<file path="src/rtl/eoi_pkg.sv">
package eoi_pkg;
   // configuration word bit positions
   localparam int unsigned CFG_EN_BIT   = 8;
   localparam int unsigned CFG_SUPP_BIT = 12;

   typedef enum logic {
      TRIG_EDGE  = 1'b0,
      TRIG_LEVEL = 1'b1
   } trig_e;
endpackage

</file>
<file path="src/rtl/eoi_prio_enc.sv">
// Highest-set-bit finder; SPLIT picks a flat scan or a two-level grouped scan.
module eoi_prio_enc #(
   parameter int unsigned N     = 256,
   parameter bit          SPLIT = 1'b1,
   parameter int unsigned GRP   = 16,
   localparam int unsigned IW   = $clog2(N)
) (
   input  logic [N-1:0]  req,
   output logic          found,
   output logic [IW-1:0] idx
);
   if (N < 2 || (N & (N - 1)) != 0) begin : g_bad_n
      $error("eoi_prio_enc: N must be a power of two >= 2");
   end

   assign found = |req;

   if (!SPLIT) begin : g_flat
      always_comb begin
         idx = '0;
         for (int i = 0; i < N; i++) begin
            if (req[i]) idx = IW'(i);
         end
      end
   end else begin : g_grouped
      localparam int unsigned NG  = N / GRP;
      localparam int unsigned GW  = $clog2(GRP);
      localparam int unsigned GSW = $clog2(NG);

      if (GRP < 2 || GRP >= N || (GRP & (GRP - 1)) != 0) begin : g_bad_grp
         $error("eoi_prio_enc: GRP must be a power of two in [2, N)");
      end

      logic [NG-1:0] g_any;
      logic [GW-1:0] g_idx [NG];
      logic [GSW-1:0] gsel;

      for (genvar g = 0; g < NG; g++) begin : g_grp
         assign g_any[g] = |req[g*GRP +: GRP];
         always_comb begin
            g_idx[g] = '0;
            for (int j = 0; j < GRP; j++) begin
               if (req[g*GRP + j]) g_idx[g] = GW'(j);
            end
         end
      end

      always_comb begin
         gsel = '0;
         for (int g = 0; g < NG; g++) begin
            if (g_any[g]) gsel = GSW'(g);
         end
      end

      assign idx = {gsel, g_idx[gsel]};
   end

   // a reported index must point at a requesting bit
   always_comb begin
      if (found) begin
         enc_hit_chk: assert (req[idx]);
      end
   end
endmodule

</file>
<file path="src/rtl/eoi_vec_bank.sv">
// In-service and trigger-kind bit arrays, one flop pair per vector.
module eoi_vec_bank #(
   parameter int unsigned N  = 256,
   localparam int unsigned IW = $clog2(N)
) (
   input  logic          clk,
   input  logic          rst_n,
   input  logic          set_en,
   input  logic [IW-1:0] set_idx,
   input  logic          set_lvl,
   input  logic          clr_en,
   input  logic [IW-1:0] clr_idx,
   output logic [N-1:0]  isr_q,
   output logic [N-1:0]  tmr_q
);
   for (genvar b = 0; b < N; b++) begin : g_bit
      logic isr_b, tmr_b;
      always_ff @(posedge clk) begin
         if (!rst_n) begin
            isr_b <= 1'b0;
            tmr_b <= 1'b0;
         end else if (set_en && set_idx == IW'(b)) begin
            isr_b <= 1'b1;
            tmr_b <= set_lvl;
         end else if (clr_en && clr_idx == IW'(b)) begin
            isr_b <= 1'b0;
         end
      end
      assign isr_q[b] = isr_b;
      assign tmr_q[b] = tmr_b;
   end


   set_record_chk: assert property (@(posedge clk) disable iff (!rst_n)
      set_en |=> (isr_q[$past(set_idx)] && tmr_q[$past(set_idx)] == $past(set_lvl)));


   clr_apply_chk: assert property (@(posedge clk) disable iff (!rst_n)
      (clr_en && !(set_en && set_idx == clr_idx)) |=> !isr_q[$past(clr_idx)]);
endmodule

</file>
<file path="src/rtl/eoi_unit.sv">
module eoi_unit #(
   parameter int unsigned NUM_VEC    = 256,
   parameter int unsigned CFG_W      = 32,
   parameter bit          PRIO_SPLIT = 1'b1,
   parameter int unsigned PRIO_GRP   = 16,
   localparam int unsigned VW        = $clog2(NUM_VEC)
) (
   input  logic             clk,
   input  logic             rst_n,
   input  logic             acc_valid_i,
   input  logic [VW-1:0]    acc_vector_i,
   input  logic             acc_level_i,
   input  logic             eoi_i,
   input  logic             cfg_wr_i,
   input  logic [CFG_W-1:0] cfg_wdata_i,
   output logic [CFG_W-1:0] cfg_o,
   output logic             svc_any_o,
   output logic [VW-1:0]    svc_top_o,
   output logic             bc_valid_o,
   output logic [VW-1:0]    bc_vector_o
);
   import eoi_pkg::*;

   if (CFG_W <= CFG_SUPP_BIT || CFG_W <= CFG_EN_BIT) begin : g_bad_cfg
      $error("eoi_unit: CFG_W too narrow for control bits");
   end

   logic [CFG_W-1:0]   cfg_q;
   logic [NUM_VEC-1:0] isr_q, tmr_q;
   logic               top_found;
   logic [VW-1:0]      top_idx;
   logic               acc_fire, retire, send;

   // configuration word
   always_ff @(posedge clk) begin
      if (!rst_n)        cfg_q <= '0;
      else if (cfg_wr_i) cfg_q <= cfg_wdata_i;
   end

   assign acc_fire = acc_valid_i && cfg_q[CFG_EN_BIT];
   assign retire   = eoi_i && top_found;
   assign send     = retire && (tmr_q[top_idx] == TRIG_LEVEL) && !cfg_q[CFG_SUPP_BIT];

   eoi_vec_bank #(.N(NUM_VEC)) i_bank (
      .clk     (clk),
      .rst_n   (rst_n),
      .set_en  (acc_fire),
      .set_idx (acc_vector_i),
      .set_lvl (acc_level_i),
      .clr_en  (retire),
      .clr_idx (top_idx),
      .isr_q   (isr_q),
      .tmr_q   (tmr_q)
   );

   eoi_prio_enc #(.N(NUM_VEC), .SPLIT(PRIO_SPLIT), .GRP(PRIO_GRP)) i_enc (
      .req   (isr_q),
      .found (top_found),
      .idx   (top_idx)
   );

   // broadcast register
   always_ff @(posedge clk) begin
      if (!rst_n) begin
         bc_valid_o  <= 1'b0;
         bc_vector_o <= '0;
      end else begin
         bc_valid_o <= send;
         if (send) bc_vector_o <= top_idx;
      end
   end

   assign cfg_o     = cfg_q;
   assign svc_any_o = top_found;
   assign svc_top_o = top_idx;


   bc_after_eoi_chk: assert property (@(posedge clk) disable iff (!rst_n)
      bc_valid_o |-> $past(eoi_i));


   bc_not_suppressed_chk: assert property (@(posedge clk) disable iff (!rst_n)
      bc_valid_o |-> !$past(cfg_q[CFG_SUPP_BIT]));


   empty_eoi_quiet_chk: assert property (@(posedge clk) disable iff (!rst_n)
      (eoi_i && !svc_any_o) |=> !bc_valid_o);


   bc_level_only_chk: assert property (@(posedge clk) disable iff (!rst_n)
      bc_valid_o |-> $past(tmr_q[svc_top_o]));


   disabled_accept_chk: assert property (@(posedge clk) disable iff (!rst_n)
      (acc_valid_i && !cfg_q[CFG_EN_BIT] && !isr_q[acc_vector_i]) |=> !isr_q[$past(acc_vector_i)]);
endmodule

</file>
<file path="config.mk">
export PLATFORM = sky130hd
export DESIGN_NAME = eoi_unit
export DESIGN_NICKNAME = d
export VERILOG_FILES = /design/src/rtl/eoi_pkg.sv /design/src/rtl/eoi_prio_enc.sv /design/src/rtl/eoi_vec_bank.sv /design/src/rtl/eoi_unit.sv
export SDC_FILE = /design/constraint.sdc
export NUM_CORES = 1
export LEC_CHECK = 0
export BUFFER_PORTS_ARGS = -buffer_cell sky130_fd_sc_hd__buf_2
export CORE_MARGIN = 2
export CORE_UTILIZATION = 30
export CTS_CLUSTER_SIZE = 8
export DETAILED_ROUTE_END_ITERATION = 12
export PLACE_DENSITY = 0.51
export SYNTH_ARGS = -nofsm -noshare
export SYNTH_HDL_FRONTEND = slang
export SYNTH_SLANG_ARGS = --single-unit
</file>
<file path="constraint.sdc">
create_clock -name clk -period 4.34 [get_ports clk]
set_input_delay 0.217 -clock clk [delete_from_list [all_inputs] [get_ports clk]]
set_output_delay 0.217 -clock clk [all_outputs]
set_load 0.01 [all_outputs]
</file>
==> flow_summary.toml, run 1 <==
[worst_setup_path]
max_stage_delay_ns = 0.62
critPathBufInv = 5
cp.depth = 18
timing.rr.start = "i_bank.g_bit[237].isr_b"
cp_top_family = "simple AND/OR/NAND/NOR gates"
cp-end-kind = "register"
cp-startpoint = "i_bank.g_bit[237].isr_b"
required_ns = 4.87
crit_chain = "or4_4 > or4b_4 > buf_4 > o31ai_4 > mux2_4 > a221oi_2 > nand2_4 > inv_6 > buf_4 > nand2_1 > and3_1 > o41ai_1 > nor4_2 > or4_4 > a22oi_2 > buf_12 > buf_12 > mux2i_4"
worst_setup_path_start_kind = "register"
cp_max_fo = 11
endpoint = "bc_vector_o[6]"
reg2reg_to = "bc_vector_o[6]"
reg2reg_depth = 18
cp_slowest_cell = "or4b_4"
crit_type = "reg -> reg"
rrSetupSlack_ns = -1.09
worstPathArrival_ns = 5.96

[timing]
rsz0062_at_grt = "yes"
fmax_ghz = 0.1842
fin_crit_ns = 5.429
finClkSkew_ns = 0.03635
setup_viol = 264
maxSlewHeadroom_pct = 9.728
post-route-period-util_pct = 125.1
layout_setup_ws_ns = -1.089
hold_viol = 0
tightestPinTransition_ns = 1.353
slew_violations = 0

[clock_network]
cts_buffers = 79
cts_buffer_depth = 3
htree_num_levels = 3
clk_pin_slew_worst_paths_ns = 0.05
cts_tree = "built"
worst_skew_pair.late_latency_ns = 0.63
tritoncts_num_sinks = 553
clockRootBuffer = "clkbuf_16"

[logic_synthesis]
syn_inst = 3405
ys_seq_elements = 553
synthTopCellsByArea = "dfxtp_1 (43%), a21oi_1 (11%), nand2_1 (9.6%), mux2i_1 (6.3%), o21ai_0 (5.4%)"
yosys.area.top_type_share_pct = 42.94
syn-cell-area_mm2 = 0.02578
avgSynthCellArea_um2 = 7.572
ys_async_sr_fraction_pct = 0
synth_fp_nets = 3451
yosysSeqAreaShare_pct = 42.94
synth_top_area_cell = "dfxtp_1"
yosysUniqueCellTypes = 76
ys.flop_type = "dfxtp_1"
yosys_warnings = 0
synth_edf_count = 0

[detailed_routing]
wl_mm = 124.1
via_count = 28430
post_drt_via_cell_ratio = 5.512
drt_pass1_iterations = 7
drt_iter0_drc = 2708
drtAntennaViolNets = 0
routedWlPerCell_um = 24.07
drc_errors = 0

[pwr]
swShare_pct = 26.90
p_seq_share_pct = 41.2
power_density_mw_per_mm2 = 333.6
cellLeakagePower_nw = 13.79
p_sw_mw = 3.340
power_mw = 12.42
ir_drop_uv = 323.9
p_clk_share_pct = 44.5
p_int_mw = 9.077
comb_power_share_pct = 14.3

[grt]
antenna_found_initial = 1
track_usage_pct = 27.05
grt_pass1_wl_mm = 179.6
grt_max_degree = 142
grt_overflow = 0
grt_pass1_vias = 26570

[die]
core-area_mm2 = 0.08515
rows = 107
die_x_um = 297.2
pin_count = 96
die_h_um = 297.2
die_area_mm2 = 0.08830
initial_core_util_pct = 30.28

[min_path]
whs_path_depth = 3
hold_path.class = "in -> reg"

[run_status]
failed_checks = "setup timing"
outcome = "finished with violations"

[cells_and_area]
syn_to_final_growth_pct = 44.39
drive_gt1_share_pct = 30.33
finalInstanceArea_mm2 = 0.03723
fillers = 8669
diodes = 0
layout.nets = 4052

[placement]
port_buffers = 95
dpl_cell_area_mm2 = 0.03151
place_ws_ns = -1.429
place.gp.congestion = 0.9678
dp_hpwl_mm = 81.99

[job]
drv_cap = 0
## state kept, by name, summed over array words and instances, names as in the netlist
signal              count
bc_valid_o              1
cfg_o                  32
i_bank.g_bit.tmr_b    256
i_bank.g_bit.isr_b    256
bc_vector_o             8
## layer usage
metal | vias to the layer above | global-route usage [%] | wire (µm)
li1 | 13350 | - | -
met1 | 13660 | 36.79 | 54140
met2 | 1141 | 42.13 | 54560
met3 | 272 | 5.164 | 9722
met4 | 2 | 10.61 | 5701
met5 | - | 0 | 9
## cells in the mapped netlist, types with 29 or more instances
cell / n
clkbuf_1: 220
nand3_1: 276
o31ai_1: 34
nor4_1: 72
nand4_1: 29
a21oi_1: 563
o21ai_0: 278
nor3_1: 56
nand2_1: 660
nor2_1: 166
mux2i_1: 163
dfxtp_1: 553
inv_1: 48
nand2b_1: 30
## cells by family (layout without fill, tap and decap cells)
logic type | after synthesis | count (layout) | synth area share (%)
compound gates | 1011 | 1011 | 21.85
buf+inv | 313 | 921 | 4.775
simple gates | 1348 | 1348 | 23.37
flops | 553 | 553 | 42.94
mux | 180 | 180 | 7.071
## worst register-to-register path, cell delays in order (launching register included)
cell      delay (ns)
dfxtp_1         0.31
or4_4           0.54
or4b_4          0.62
buf_4           0.20
o31ai_4         0.39
mux2_4          0.35
a221oi_2        0.30
nand2_4         0.20
inv_6           0.21
buf_4           0.15
nand2_1         0.04
and3_1          0.16
o41ai_1         0.44
nor4_2          0.13
or4_4           0.52
a22oi_2         0.25
buf_12          0.16
buf_12          0.13
mux2i_4         0.22
## worst min path at each step
stage	startpoint	endpoint	slack [ns]
after CTS	rst_n	bc_vector_o[3]	0.02
after global routing	rst_n	bc_vector_o[4]	0.08
after detailed placement	bc_vector_o[7]	bc_vector_o[7]	0.45
after global placement	i_bank.g_bit[141].tmr_b	i_bank.g_bit[141].tmr_b	0.44
after floorplan	cfg_wdata_i[10]	cfg_o[10]	0.36
final	rst_n	bc_vector_o[0]	0.04
## layout by cell type, fill, tap and decap left out, types with 9 or more instances in the layout
cell / netlist / layout
mux2_2: 16 / 14
nand3_1: 276 / 274
nor3_1: 56 / 35
a211o_1: 11 / 11
nor4_1: 72 / 48
o21ai_4: 0 / 21
nand2_8: 0 / 10
nor2b_1: 14 / 13
o21ai_1: 2 / 41
o21ai_2: 0 / 164
buf_4: 5 / 524
and3_1: 9 / 9
a21oi_2: 0 / 27
a211oi_1: 19 / 17
nor2_4: 0 / 9
a21oi_1: 563 / 536
nor2_1: 166 / 150
dfxtp_1: 553 / 548
clkbuf_16: 0 / 82
buf_2: 24 / 92
nor4_2: 1 / 21
nor3_2: 0 / 20
inv_1: 48 / 47
mux2i_1: 163 / 149
buf_16: 0 / 15
nand2_1: 660 / 642
dlygate4sd3_1: 0 / 32
nand4_1: 29 / 29
buf_12: 0 / 57
o21ai_0: 278 / 54
nand2b_1: 30 / 30
buf_6: 1 / 42
o31ai_1: 34 / 30
buf_8: 0 / 14
## power by group through the flow
stage / sequential [mW] / clock [mW] / combinational (mW)
after floorplan: 5.23 / 0 / 0.550
after global placement: 5.22 / 0 / 1.19
after detailed placement: 5.22 / 0 / 1.19
after CTS: 5.11 / 5.60 / 1.60
after global routing: 5.11 / 5.80 / 1.81
final: 5.12 / 5.53 / 1.77
## layout make-up
cell class	instances	area [µm²]	share of cell area [%]
multi-input combinational	2539	15410	41.38
sequential	553	11080	29.76
clock inverter	5	47.55	0.1277
inverter	53	221.5	0.5949
timing repair buffer	780	7020	18.86
tap	1144	1431	3.845
clock buffer	83	2023	5.435
## repair_timing
item / in CTS / in global routing
endpoints found under the setup margin: 269 / 269
hold buffers: 32 / 0
endpoints found under the hold margin: 32 / 0
buffers inserted: 61 / 10
pin swaps: 158 / 130
gates cloned: 13 / 2
gates resized for setup: 556 / 216
## per-stage QoR
stage	instances	utilization (%)	setup TNS (ns)	hold slack, ns
3_5_place_dp	4956	37.01	-113.88	0.4454
2_1_floorplan	3405	-	-3.292	0.3642
6_report	5157	43.72	-39.31	0.04370
3_3_place_gp	4956	37.01	-112.94	0.4402
4_1_cts	5145	42.65	-39.92	0.02347
5_1_grt	5157	43.72	-58.82	0.07612
Note: power is estimated with default switching activity, not from simulation.
==> run 2, diff against run 1 <==
Settings changed: CORE_MARGIN 2 to not set.
==> run 2 against run 1 <==
  * The run still ends with setup timing left
  * Count of clock-buffer cells in the layout rose by 5
  * Clock skew is 0.014 ns lower
  * Register-to-register slack better by 0.08 ns
  * Cell area increased by 0.84%
  * Worst setup slack improved by 0.076 ns
  * Hold slack better by 0.010 ns
  * Sequential share of layout area fell by 0.25 points
  * Global-route usage is 0.57 points higher
  * Cell count increased by 0.47%
  * First-iteration DRC count is 14% higher
  * Sequential power is essentially flat
  * Non-clock buffer count is 19 higher
  * Critical endpoint is now bc_vector_o[5]
==> flow_summary.toml, run 2 (synthesis results as in run 1) <==
[run_status]
outcome = "finished with violations"
failed_checks = "setup timing"

[placement]
port_buffers = 95
dp_hpwl_mm = 82.05
place_inst = 4982
dpl_cell_area_mm2 = 0.03175
place_ws_ns = -1.312
place.gp.congestion = 0.9777

[timing]
tightestPinTransition_ns = 1.082
maxSlewHeadroom_pct = 27.71
finClkSkew_ns = 0.02266
hold_viol = 0
rsz0062_at_grt = "yes"
setup-tns-final_ns = -40.63
fin_crit_ns = 5.353
layout_setup_ws_ns = -1.013
post-route-period-util_pct = 123.3
fmax_ghz = 0.1868
setup_viol = 208
slew_violations = 0

[worst_setup_path]
rrSetupSlack_ns = -1.01
reg2reg_to = "bc_vector_o[5]"
crit_type = "reg -> reg"
crit_chain = "or4_4 > or4b_4 > buf_8 > a2111oi_1 > buf_4 > mux2_2 > a2bb2oi_2 > nand4_1 > or2_4 > buf_4 > buf_6 > buf_4 > mux2i_1 > mux2_2 > o2111a_1 > a31oi_1 > buf_4 > a22oi_2 > buf_6 > buf_12 > mux2i_1"
cp_top_family = "simple AND/OR/NAND/NOR gates"
max_stage_delay_ns = 0.78
worst_setup_path_start_kind = "register"
cp_slowest_cell = "a2111oi_1"
worstPathArrival_ns = 5.89
critPathBufInv = 8
cp_max_fo = 12
reg2reg_depth = 21
cp-end-kind = "register"
path_common_cell = "buf_4"
required_ns = 4.88
timing.rr.start = "i_bank.g_bit[237].isr_b"

[clock_network]
cts_tree = "built"
clockRootBuffer = "clkbuf_16"
clk_pin_slew_worst_paths_ns = 0.05
cts_buffer_depth = 3
tritoncts_num_sinks = 553
cts_buffers = 79
worst_skew_pair.late_latency_ns = 0.63
htree_num_levels = 3

[pwr]
p_sw_mw = 3.335
p_seq_share_pct = 41.0
p_int_mw = 9.151
power_density_mw_per_mm2 = 332.6
swShare_pct = 26.71
comb_power_share_pct = 14.1
p_clk_share_pct = 45.0
ir_drop_uv = 318.7
cellLeakagePower_nw = 13.98

[cells_and_area]
fillers = 8552
mostFrequentLayoutCells = "nand2_1 (642), buf_4 (555), dfxtp_1 (548), a21oi_1 (518), nand3_1 (272)"
drive_gt1_share_pct = 31.18
finalInstanceArea_mm2 = 0.03754
syn_to_final_growth_pct = 45.60
instances_no_fill = 5181
layout_commonest_cell = "nand2_1"
layout.nets = 4071
fin_util_pct = 44.09

[detailed_routing]
drt_pass1_iterations = 8
via_count = 28960
drtAntennaViolNets = 0
drt_iter0_drc = 3084
routedWlPerCell_um = 24.07
drc_errors = 0
post_drt_via_cell_ratio = 5.589
wl_mm = 124.7

[grt]
track_usage_pct = 27.62
grt_overflow = 0
grt_max_degree = 144
antenna_found_initial = 2
grt_pass1_vias = 26840
grt_pass1_wl_mm = 178.7

[job]
drv_cap = 0

[die]
initial_core_util_pct = 30.28
die_h_um = 295.2
rows = 107
die_area_mm2 = 0.08712
pin_count = 96
core-area_mm2 = 0.08515
die_x_um = 295.2

[min_path]
whs_path_depth = 3
hold_path.class = "in -> reg"
min_from = "rst_n"
worstHoldEndpoint = "bc_vector_o[4]"
==> run 2: cell types whose count changed in the layout (fill, tap and decap cells not counted), sizes merged <==
| cell | before | now |
|---|---|---|
| buf | 744 | 760 |
| clkbuf | 87 | 93 |
| bufbuf | 0 | 2 |
| diode | 0 | 2 |
| clkinv | 3 | 2 |
| inv | 55 | 54 |
==> run 2: through the flow <==
| step | hold WS (ns) | power, mW |
|---|---|---|
| after global placement | 0.4426 | 6.435 |
| after floorplan | 0.3642 | 5.776 |
| after global routing | 0.05961 | 12.80 |
| after detailed placement | 0.4458 | 6.435 |
| after CTS | 0.01676 | 12.42 |
| final | 0.05400 | 12.49 |
==> run 2: worst reg2reg max path, cell delays in order (launching register included) <==
cell	delay [ns]
dfxtp_1	0.30
or4_4	0.53
or4b_4	0.62
buf_8	0.18
a2111oi_1	0.78
buf_4	0.24
mux2_2	0.16
a2bb2oi_2	0.06
nand4_1	0.11
or2_4	0.17
buf_4	0.12
buf_6	0.19
buf_4	0.25
mux2i_1	0.26
mux2_2	0.23
o2111a_1	0.21
a31oi_1	0.09
buf_4	0.14
a22oi_2	0.16
buf_6	0.16
buf_12	0.12
mux2i_1	0.19
==> run 2: cell type report <==
type / instances / area, µm² / area share, %
repair buffers: 799 / 7086 / 18.88
clock buffers: 88 / 2085 / 5.553
inverters: 53 / 221.5 / 0.5900
flip-flops and latches: 553 / 11080 / 29.51
diodes: 2 / 5.005 / 0.01333
clock inverters: 3 / 33.78 / 0.08999
multi-input cells: 2539 / 15600 / 41.56
well taps: 1144 / 1431 / 3.813
==> run 2: how the worst max path moves through the flow <==
stage	from	endpoint	slack [ns]	cells past startpoint
floorplan	i_bank.g_bit[228].isr_b	bc_vector_o[5]	-0.37	17
global placement	i_bank.g_bit[143].isr_b	bc_vector_o[7]	-1.31	20
detailed placement	i_bank.g_bit[143].isr_b	bc_vector_o[1]	-1.31	20
CTS	i_bank.g_bit[254].isr_b	bc_vector_o[6]	-0.87	21
global route	i_bank.g_bit[251].isr_b	bc_vector_o[5]	-1.02	24
finish	i_bank.g_bit[237].isr_b	bc_vector_o[5]	-1.01	21
==> run 2: power groups by stage <==
stage	Sequential, mW	Combinational, mW	Clock, mW
final	5.12	1.76	5.61
after global routing	5.11	1.79	5.89
after CTS	5.11	1.59	5.72
after detailed placement	5.22	1.22	0
after global placement	5.22	1.22	0
after floorplan	5.23	0.550	0
==> run 2: timing repair <==
item | CTS | global route
hold endpoints to repair | 32 | 0
gates cloned | 11 | 4
pin swaps | 168 | 132
hold buffers | 32 | 0
setup buffers | 41 | 23
endpoints found under the setup margin | 269 | 269
resized for setup | 419 | 386
==> run 2: layer usage <==
layer	wire, µm	up-vias	global-route usage (%)
li1	-	13390	-
met1	53430	14000	37.81
met2	54400	1256	42.04
met3	10840	301	4.939
met4	6021	4	12.66
met5	25	-	0
